<file path="config.mk">
export PLATFORM = sky130hd
export DESIGN_NAME = operand_alias_table
export DESIGN_NICKNAME = d
export VERILOG_FILES = /design/src/rtl/oat_pkg.sv /design/src/rtl/oat_decode.sv /design/src/rtl/oat_scope_table.sv /design/src/rtl/operand_alias_table.sv
export SDC_FILE = /design/constraint.sdc
export NUM_CORES = 2
export LEC_CHECK = 0
export BUFFER_PORTS_ARGS = -buffer_cell sky130_fd_sc_hd__buf_2
export CAP_MARGIN = 20
export CORE_MARGIN = 2
export CORE_UTILIZATION = 60
export CTS_CLUSTER_DIAMETER = 200
export CTS_CLUSTER_SIZE = 14
export DETAILED_ROUTE_END_ITERATION = 6
export MAX_ROUTING_LAYER = met4
export PLACE_DENSITY = 0.8
export SYNTH_ARGS = -nofsm -noshare
export SYNTH_HDL_FRONTEND = slang
export SYNTH_SLANG_ARGS = --single-unit
</file>
<file path="constraint.sdc">
create_clock -name clk -period 16 [get_ports clk]
set_clock_uncertainty 0.15 [all_clocks]
set_input_delay 1.6 -clock clk [delete_from_list [all_inputs] [get_ports clk]]
set_output_delay 1.6 -clock clk [all_outputs]
set_load 0.02 [all_outputs]
</file>
<file path="src/rtl/oat_pkg.sv">
package oat_pkg;

    localparam int INST_W  = 64;
    localparam int VAL_W   = 32;
    localparam int TAG_W   = 8;
    localparam int RTTAG_W = 5;
    localparam int NSCOPE  = 3;

    // instruction field positions the decoder relies on
    localparam int CLS_HI   = 63;
    localparam int CLS_LO   = 61;
    localparam int OPC_HI   = 58;
    localparam int OPC_LO   = 55;
    localparam int KIND_HI  = 52;
    localparam int KIND_LO  = 51;
    localparam int SIZE_B   = 50;
    localparam int SCHI_B   = 49;
    localparam int SCLO_B   = 47;
    localparam int CNT_HI   = 43;
    localparam int CNT_LO   = 40;
    localparam int DST_HI   = 39;
    localparam int DST_LO   = 32;

    localparam logic [2:0] CLS_CODE = 3'b111;
    localparam logic [3:0] OPC_CODE = 4'b1000;

    typedef enum logic [1:0] {
        SRC_GPR   = 2'd0,
        SRC_CONST = 2'd1,
        SRC_IMM   = 2'd2
    } src_kind_e;

    typedef enum logic [1:0] {
        SC_TEX = 2'd0,
        SC_RT  = 2'd1,
        SC_MEM = 2'd2
    } scope_e;

    typedef struct packed {
        src_kind_e        kind;
        logic             half;
        logic [VAL_W-1:0] value;
    } alias_val_t;

    typedef struct packed {
        logic             is_alias;
        scope_e           scope;
        logic [TAG_W-1:0] tag;
        logic [3:0]       size_m1;
        logic             rt_bad;
        alias_val_t       val;
    } alias_dec_t;

    // both upper codes fold onto the memory table
    function automatic scope_e scope_of(input logic [1:0] code);
        case (code)
            2'd0:    return SC_TEX;
            2'd1:    return SC_RT;
            default: return SC_MEM;
        endcase
    endfunction

    function automatic src_kind_e kind_of(input logic [1:0] code);
        case (code)
            2'd0:    return SRC_GPR;
            2'd1:    return SRC_CONST;
            default: return SRC_IMM;
        endcase
    endfunction

endpackage

</file>
<file path="src/rtl/oat_decode.sv">
module oat_decode
    import oat_pkg::*;
(
    input  logic [INST_W-1:0] inst,
    output alias_dec_t        dec
);

    logic      is_rt;
    logic      half;
    src_kind_e kind;

    always_comb begin
        dec          = '0;
        kind         = kind_of(inst[KIND_HI:KIND_LO]);
        dec.is_alias = (inst[CLS_HI:CLS_LO] == CLS_CODE) &&
                       (inst[OPC_HI:OPC_LO] == OPC_CODE);
        dec.scope    = scope_of({inst[SCHI_B], inst[SCLO_B]});
        is_rt        = (dec.scope == SC_RT);
        half         = !is_rt && !inst[SIZE_B];
        dec.size_m1  = inst[CNT_HI:CNT_LO];
        dec.tag      = is_rt ? TAG_W'(inst[DST_LO +: RTTAG_W])
                             : inst[DST_HI:DST_LO];
        dec.rt_bad   = is_rt && (kind == SRC_GPR);
        dec.val.kind = kind;
        dec.val.half = half;
        case (kind)
            SRC_GPR:   dec.val.value = VAL_W'(inst[7:0]);
            SRC_CONST: dec.val.value = VAL_W'(inst[10:0]);
            default:   dec.val.value = half ? VAL_W'(inst[15:0]) : inst[VAL_W-1:0];
        endcase
    end

endmodule

</file>
<file path="src/rtl/oat_scope_table.sv">
module oat_scope_table
    import oat_pkg::*;
#(
    parameter int DEPTH   = 16,
    parameter bit BOUNDED = 1'b1
) (
    input  logic             clk,
    input  logic             rst,
    input  logic             clr,
    input  logic             wr_en,
    input  logic [TAG_W-1:0] wr_tag,
    input  alias_val_t       wr_val,
    input  logic [3:0]       wr_size_m1,
    input  logic [TAG_W-1:0] rd_tag,
    output logic             rd_hit,
    output alias_val_t       rd_val,
    output logic             ovf
);

    localparam int CNT_W = $clog2(DEPTH + 1);
    localparam int IDX_W = (DEPTH > 1) ? $clog2(DEPTH) : 1;
    localparam logic [CNT_W-1:0] DEPTH_C = CNT_W'(DEPTH);

    logic             vld_q [DEPTH];
    logic [TAG_W-1:0] tag_q [DEPTH];
    alias_val_t       val_q [DEPTH];
    logic [CNT_W-1:0] cnt_q;
    logic [CNT_W-1:0] lim_q;

    logic             wr_match;
    logic [IDX_W-1:0] wr_match_idx;
    logic [4:0]       req;
    logic [CNT_W-1:0] lim_new;
    logic [CNT_W-1:0] lim_eff;
    logic             do_wr;
    logic             do_append;

    // read port: keys are unique, so at most one entry matches
    always_comb begin
        rd_hit = 1'b0;
        rd_val = '0;
        for (int i = 0; i < DEPTH; i++) begin
            if (vld_q[i] && tag_q[i] == rd_tag) begin
                rd_hit = 1'b1;
                rd_val = val_q[i];
            end
        end
    end

    // write-side match for in-place replacement
    always_comb begin
        wr_match     = 1'b0;
        wr_match_idx = '0;
        for (int i = 0; i < DEPTH; i++) begin
            if (vld_q[i] && tag_q[i] == wr_tag) begin
                wr_match     = 1'b1;
                wr_match_idx = IDX_W'(i);
            end
        end
    end

    generate
        if (BOUNDED) begin : g_bounded
            always_comb begin
                req     = {1'b0, wr_size_m1} + 5'd1;
                lim_new = (int'(req) < DEPTH) ? CNT_W'(req) : DEPTH_C;
            end
        end else begin : g_open
            always_comb begin
                req     = '0;
                lim_new = DEPTH_C;
            end
        end
    endgenerate

    assign lim_eff   = (cnt_q == '0) ? lim_new : lim_q;
    assign do_wr     = wr_en && !clr;
    assign do_append = do_wr && !wr_match && (cnt_q < lim_eff);
    assign ovf       = do_wr && !wr_match && (cnt_q >= lim_eff);

    always_ff @(posedge clk) begin
        if (rst || clr) begin
            for (int i = 0; i < DEPTH; i++) begin
                vld_q[i] <= 1'b0;
                tag_q[i] <= '0;
                val_q[i] <= '0;
            end
            cnt_q <= '0;
            lim_q <= '0;
        end else if (do_wr) begin
            if (wr_match) begin
                val_q[wr_match_idx] <= wr_val;
            end else if (do_append) begin
                vld_q[cnt_q[IDX_W-1:0]] <= 1'b1;
                tag_q[cnt_q[IDX_W-1:0]] <= wr_tag;
                val_q[cnt_q[IDX_W-1:0]] <= wr_val;
                cnt_q <= cnt_q + 1'b1;
                if (cnt_q == '0) begin
                    lim_q <= lim_new;
                end
            end
        end
    end

endmodule

</file>
<file path="src/rtl/operand_alias_table.sv">
module operand_alias_table
    import oat_pkg::*;
#(
    parameter int DEPTH = 16
) (
    input  logic              clk,
    input  logic              rst,
    input  logic              clr,
    input  logic              inst_valid,
    input  logic [INST_W-1:0] inst,
    input  logic              lk_valid,
    input  logic [1:0]        lk_scope,
    input  logic [TAG_W-1:0]  lk_reg,
    output logic              lk_hit,
    output logic [1:0]        lk_kind,
    output logic              lk_half,
    output logic [VAL_W-1:0]  lk_value,
    output logic              err_rt_src,
    output logic              ovf
);

    alias_dec_t        dec;
    logic              take;
    logic [NSCOPE-1:0] tbl_hit;
    logic [NSCOPE-1:0] tbl_ovf;
    alias_val_t        tbl_val [NSCOPE];
    alias_val_t        sel_val;
    logic              sel_hit;
    scope_e            rd_scope;
    logic              err_q;
    logic              ovf_q;

    oat_decode u_dec (
        .inst (inst),
        .dec  (dec)
    );

    assign take = inst_valid && dec.is_alias && !dec.rt_bad;

    generate
        for (genvar s = 0; s < NSCOPE; s++) begin : g_scope
            oat_scope_table #(
                .DEPTH   (DEPTH),
                .BOUNDED (s != int'(SC_RT))
            ) u_tbl (
                .clk        (clk),
                .rst        (rst),
                .clr        (clr),
                .wr_en      (take && (int'(dec.scope) == s)),
                .wr_tag     (dec.tag),
                .wr_val     (dec.val),
                .wr_size_m1 (dec.size_m1),
                .rd_tag     (lk_reg),
                .rd_hit     (tbl_hit[s]),
                .rd_val     (tbl_val[s]),
                .ovf        (tbl_ovf[s])
            );
        end
    endgenerate

    always_comb begin
        rd_scope = scope_of(lk_scope);
        sel_hit  = lk_valid && tbl_hit[int'(rd_scope)];
        sel_val  = sel_hit ? tbl_val[int'(rd_scope)] : '0;
    end

    assign lk_hit   = sel_hit;
    assign lk_kind  = sel_val.kind;
    assign lk_half  = sel_val.half;
    assign lk_value = sel_val.value;

    always_ff @(posedge clk) begin
        if (rst || clr) begin
            err_q <= 1'b0;
            ovf_q <= 1'b0;
        end else begin
            err_q <= inst_valid && dec.is_alias && dec.rt_bad;
            ovf_q <= |tbl_ovf;
        end
    end

    assign err_rt_src = err_q;
    assign ovf        = ovf_q;

endmodule

</file>
After elaboration in Yosys (flattened, before gate mapping)
Memory sizes are Yosys's and may differ from the RTL's.
Cells that the tools add are included.

word-level totals
  flip-flop bits (word level) = 32
  bits in writable memories = 2112
  input bits = 79
  output and inout port bits = 38
  word-level logic and storage cells = 559
  memories kept = 9

operators by class
  add/subtract/negate cells = 4
  magnitude comparators = 9
  equal/unequal tests = 105
  mux-type cells = 270
  bitwise gates (word level) = 4
  reductions and logical operators = 150

memory list
  memory                  words  width  read ports  clocked after Yosys merged registers in  write ports  line                   RTL
  g_scope[0].u_tbl.val_q  16     35     16          0                                        16           oat_scope_table.sv:26  alias_val_t val_q [DEPTH];
  g_scope[1].u_tbl.val_q  16     35     16          0                                        16           oat_scope_table.sv:26
  g_scope[2].u_tbl.val_q  16     35     16          0                                        16           oat_scope_table.sv:26
  g_scope[0].u_tbl.tag_q  16     8      16          0                                        16           oat_scope_table.sv:25  logic [TAG_W-1:0] tag_q [DEPTH];
  g_scope[1].u_tbl.tag_q  16     8      16          0                                        16           oat_scope_table.sv:25
  g_scope[2].u_tbl.tag_q  16     8      16          0                                        16           oat_scope_table.sv:25
  +3 memories             -      -      -           -                                        -            -

operator list
  kind                 count
  $mux 35              57
  $eq 8x8->1           96
  $reduce_or 35->1     6
  $mux 1               144
  $mux 4               36
  $logic_and 1x1->1    118
  $bmux 35 s2          1
  $pmux 32 s2          1
  $mux 3               12
  $ge 32x3->1 const B  1
  $mux 32              1
  $mux 8               4
  $not 2->32           1
  $reduce_or 8->1      3
  $mux 5               4
  $add 5x1->5 const B  3
  $ge 5x5->1           3
  $logic_not 5->1      3
  $lt 5x5->1           3
  $mux 2               6
  $pmux 2 s2           3
  $eq 2x1->1 const B   5
  $logic_not 2->1      5
  $reduce_and 3->1     3
  12 further kinds     23

Logic depth before layout (Yosys ltp)
  word-level depth = 32
  depth in mapped cells = 19

Hierarchy
From an unflattened synthesis, not the netlist that was laid out.

unflattened totals
  cells, all modules = 9521
  area total of the unflattened synthesis = 107892.2 um2

by module, submodules not included
  module                              times used  cells an instance  area an instance (um2)  seq. area each (um2)
  oat_scope_table (g_scope[1].u_tbl)  1           3115               36476.2                 21180.3
  oat_scope_table (g_scope[2].u_tbl)  1           3058               34966.0                 21180.3
  oat_scope_table (g_scope[0].u_tbl)  1           3142               34845.9                 21180.3
  operand_alias_table                 1           129                1091.0                  40.0
  oat_decode                          1           77                 513.0                   0.0

Worst setup path after synthesis
Ideal clock, no wire load.

  path kind = input port to output port
  start point = input lk_reg[7]
  end point = output lk_value[19]
  arrival = 5.146 ns
  slack = 9.104 ns
  cell stages on the path = 14
  buffers on the path = 4
  path through = buf_2 > buf_4 > buf_2 > xnor2_1 > nand3_1 > nor3_1 > nor2_1 > nand2_1 > nor3_1 > a211o_1 > inv_2 > buf_4 > nand2_1 > a2111oi_0

on the way
  word-level cells in the longest chain between the ends = 22
  elaborated cells on any way between the ends = 199

RTL lines
  item                            line                       RTL
  from (decl)                     operand_alias_table.sv:13  input logic [TAG_W-1:0] lk_reg,
  $eq 8x8->1                      oat_scope_table.sv:43      if (vld_q[i] && tag_q[i] == rd_tag) begin
  $logic_and 1x1->1               oat_scope_table.sv:43
  $mux 1 (16 in series)           oat_scope_table.sv:43
  $bmux 1 s2 *                    operand_alias_table.sv:63  sel_hit = lk_valid && tbl_hit[int'(rd_scope)];
  $mux 1 (not written as such) *  operand_alias_table.sv:63
  $logic_and 1x1->1 *             operand_alias_table.sv:63
  via lk_hit                      operand_alias_table.sv:14  output logic lk_hit,
  $mux 35 *                       operand_alias_table.sv:64  sel_val = sel_hit ? tbl_val[int'(rd_scope)] : '0;
  to (decl)                       operand_alias_table.sv:17  output logic [VAL_W-1:0] lk_value,

The timed path passes the listed nets; every way through them passes the cells marked *. The select of a mux whose other input is x is not followed.

Worst setup path in the final report
  start point = input lk_reg[3]
  end point = output lk_value[16]

on the way
  word-level cells in the longest chain between the ends = 22
  elaborated cells on any way between the ends = 199

RTL lines
  item                                                                line
  $eq 8x8->1                                                          oat_scope_table.sv:43
  $logic_and 1x1->1                                                   oat_scope_table.sv:43
  $mux 35 or $mux 1 (tied branches) (16 in series)                    oat_scope_table.sv:43
  $bmux 35 s2 or $bmux 1 s2 (tied branches)                           operand_alias_table.sv:64, operand_alias_table.sv:63
  $mux 35 (not written as such) or $mux 1 (tied branches)             operand_alias_table.sv:64, operand_alias_table.sv:63
  $mux 35 (not written as such) or $logic_and 1x1->1 (tied branches)  operand_alias_table.sv:64, operand_alias_table.sv:63
  $mux 35 *                                                           operand_alias_table.sv:64

Every way passes the cells marked *; elsewhere a longest branch is shown, timed or not. The select of a mux whose other input is x is not followed.

==> metrics <==
commonest non-fill, non-tap cells in the layout=nor2_1, edfxtp_1, nand2_1; status=finished, violations left; worst setup path start=lk_reg[3]; port buffer count=~110; CTS tree=yes; number of synthesized flops with an enable pin=approximately 2,100; commonest register cell after synthesis=edfxtp_1; Peak Freq=107 MHz; Netlist cell types=94; flops & latches, synth=2,144; slowest stage cell, crit path=clkinv_1; chip height=about 420 um; reg2reg end=g_scope[0].u_tbl.val_q[5][2]$_SDFFCE_PN0P_; CP Launch Type=primary input; unrepaired setup endpoints after global routing=no; placed insts=~11,000; Max IR drop VDD=between 0.1 and 0.15 mV; Routed Antenna Nets=0; GRT Total Usage=a little under two fifths; DRC=18; dpl ws=6.89 ns; CP cell instances=buf_4 > buf_4 > xor2_1 > nor4_1 > nand4_1 > buf_4 > clkinv_1 > nor4_1 > nand4_1 > nor3_1 > a211o_1 > inv_2 > nand2_1 > a2111oi_0 > buf_4 > buf_2; CP endpoint kind=primary output; Post-Synthesis Cell Area=around 100,000 um^2; grt ovf=0; layout cells sized above 1=7.68%; ys async rst share=0%; Reg2Reg Depth=17; initial drt markers=around 13,000; area grow syn2layout=6.92%; Relative slew margins=between 10% and 20%; first drt pass iteration count=7; worst min-delay path category=reg -> reg; DIE AREA=between 150,000 and 200,000 um^2; Routed WL=roughly 330,000 um; Final Non-Filler Cells=~12,000; Vias/cell=around 7; pwr/cell area=around 100 nW/um^2; H-tree depth=4; Setup Viol. Count Final=0; crit path to=lk_value[16]; I/O pin count=around 120; Final GP Congestion=about 0.98; worst-path fanout max=between 50 and 60; Starting Density=60.2%; worst-skew pair later-pin latency=roughly 0.86 ns; mean post-synth cell area=about 11 um^2; first-pass GRT wire length=around 480,000 um; commonest non-fill, non-tap cell in the layout=nor2_1; reg-to-reg slack, setup=approximately 9.5 ns; Static Leak=39.3 nW; DR WL/cell=28.4 um; Clock Path Buffers=3; worst slew pin tran=1.32 ns; cell count after synthesis=~9,400; Setup CP Type=in -> out; synth warn=0; Worst EP required=roughly 14 ns; crit path DAT=approximately 7.6 ns; failing checks=DRC; sequential area share after synthesis=between 60% and 70%; Fin Setup TNS=0 ns; initial antenna violation count=20; largest net degree at the start of global routing=73; fin crit period=9.39 ns; most frequent CP cell=buf_4; number of buffers created by CTS=about 170; clock root buffer master=clkbuf_16; routed via count=79,200; Nets=roughly 9,300; die width=418 um; CTS sink count=2,144; Pins Over Slew Limit=0; detailed placement HPWL=between 200,000 and 250,000 um; row count=between 150 and 200; maxcap violations=0; final core utilization=between 60% and 70%; FF-to-FF Start=g_scope[0].u_tbl.cnt_q[0]$_SDFFE_PP0N_; core area=171,000 um^2; final hold vios=0; post-CTS setup buffers=0; cts repair resizes=0; number of global-route vias before repair=between 70,000 and 80,000; final period utilization=58.7%; final worst slack=between 6 and 7 ns; Worst-path clk slew=0.07 ns; # hold bufs at CTS=0; crit-path max cell delay=approximately 0.83 ns
## how the worst min path moves through the flow
stage                                                       from                                     end  slack [ns]  cells after the start
after floorplan           g_scope[1].u_tbl.lim_q[0]$_SDFFE_PP0P_  g_scope[1].u_tbl.lim_q[0]$_SDFFE_PP0P_        0.25                      2
after global placement    g_scope[1].u_tbl.lim_q[0]$_SDFFE_PP0P_  g_scope[1].u_tbl.lim_q[0]$_SDFFE_PP0P_        0.27                      2
after detailed placement  g_scope[1].u_tbl.lim_q[3]$_SDFFE_PP0P_  g_scope[1].u_tbl.lim_q[3]$_SDFFE_PP0P_        0.27                      2
after CTS                 g_scope[1].u_tbl.lim_q[3]$_SDFFE_PP0P_  g_scope[1].u_tbl.lim_q[3]$_SDFFE_PP0P_        0.28                      2
after global routing      g_scope[1].u_tbl.lim_q[3]$_SDFFE_PP0P_  g_scope[1].u_tbl.lim_q[3]$_SDFFE_PP0P_        0.29                      2
final                     g_scope[1].u_tbl.lim_q[0]$_SDFFE_PP0P_  g_scope[1].u_tbl.lim_q[0]$_SDFFE_PP0P_        0.28                      2
## registers in the layout, indices dropped and copies added (netlist names)
register             cells
g_scope.u_tbl.cnt_q     15
g_scope.u_tbl.vld_q     48
g_scope.u_tbl.tag_q    384
err_rt_src               1
g_scope.u_tbl.val_q   1680
g_scope.u_tbl.lim_q     15
ovf                      1
## critical path: cells and delay by family
kind / cells / cell delay [ns]
xor gates and xnor gates: 1 / 0.20
buffers and inverters: 7 / 3.30
and+or+nand+nor: 6 / 1.72
AOI/OAI and AO/OA: 2 / 0.71
## metal layers
| metal | vias to the layer above | GRT usage, % | share of wire, % |
|---|---|---|---|
| li1 | 33500 | - | - |
| met1 | 37700 | 46.4 | 33 |
| met2 | 6630 | 55.8 | 44 |
| met3 | 1303 | 10.1 | 15 |
| met4 | 0 | 25.0 | 8.0 |
| met5 | - | - | 0 |
## final cells by class
type / count / area (um^2)
clock buffers: 243 / 4570
inverters: 96 / 360
fillers: 12600 / 61000
flip-flops and latches: 2144 / 63600
diodes: 17 / 42.5
well taps: 2233 / 2790
multi-input cells: 6416 / 35900
repair buffers: 369 / 2580
clock inverters: 14 / 280
## power by group
part | switching, mW | internal [mW]
registers | 0.113 | 6.36
clock network | 1.99 | 1.99
logic | 0.500 | 0.165
## metrics by stage
step / power [mW] / area, um^2 / hold slack (ns)
2_1_floorplan: 6.97 / 103000 / 0.254
3_3_place_gp: 7.20 / 105000 / 0.267
3_5_place_dp: 7.23 / 105000 / 0.271
4_1_cts: 11.1 / 110000 / 0.282
5_1_grt: 11.3 / 110000 / 0.294
6_report: 11.1 / 110000 / 0.281
## cells in the mapped netlist, drive strengths merged, types with 7 or more instances
master	instances	area share, %
nor2	2263	8.3
edfxtp	2064	60
clkbuf	600	2.2
nand2	593	2.2
o21ai	400	2.0
xnor2	394	3.4
a21oi	302	1.5
xor2	290	2.5
buf	255	1.4
nor3	239	1.2
nand3	210	1.0
a22oi	179	1.3
a221oi	167	1.4
and2	165	1.0
nor4	123	0.81
o221ai	121	1.0
inv	94	0.34
o22ai	93	0.56
a211oi	87	0.64
nand4	86	0.53
dfxtp	80	1.6
and3	65	0.39
o211ai	54	0.39
a31oi	45	0.27
a222oi	33	0.32
a311oi	33	0.28
nand2b	33	0.20
nor2b	32	0.19
o311ai	31	0.26
or3	28	0.17
ha	27	0.33
a2111oi	24	0.22
a221o	22	0.21
a32oi	22	0.19
o32ai	20	0.19
nor4b	17	0.14
o2111ai	16	0.14
or2	16	0.097
mux2i	15	0.15
a211o	10	0.085
or4	10	0.073
and4	9	0.077
o21a	8	0.058
nor3b	7	0.061
o211a	7	0.068
## logic make-up after synthesis
kind of cell	count (synthesis)	share of synthesized area [%]
AO/OA/AOI/OAI	1712	11.5
XOR/XNOR	684	5.82
adder cells (fa/ha/maj)	27	0.328
buffers and inverters	951	3.95
AND/OR/NAND/NOR	3908	16.5
multiplexers	21	0.211
other	1	0.00364
flip-flops	2144	61.7
No activity file was read; power rests on OpenSTA's default activity.
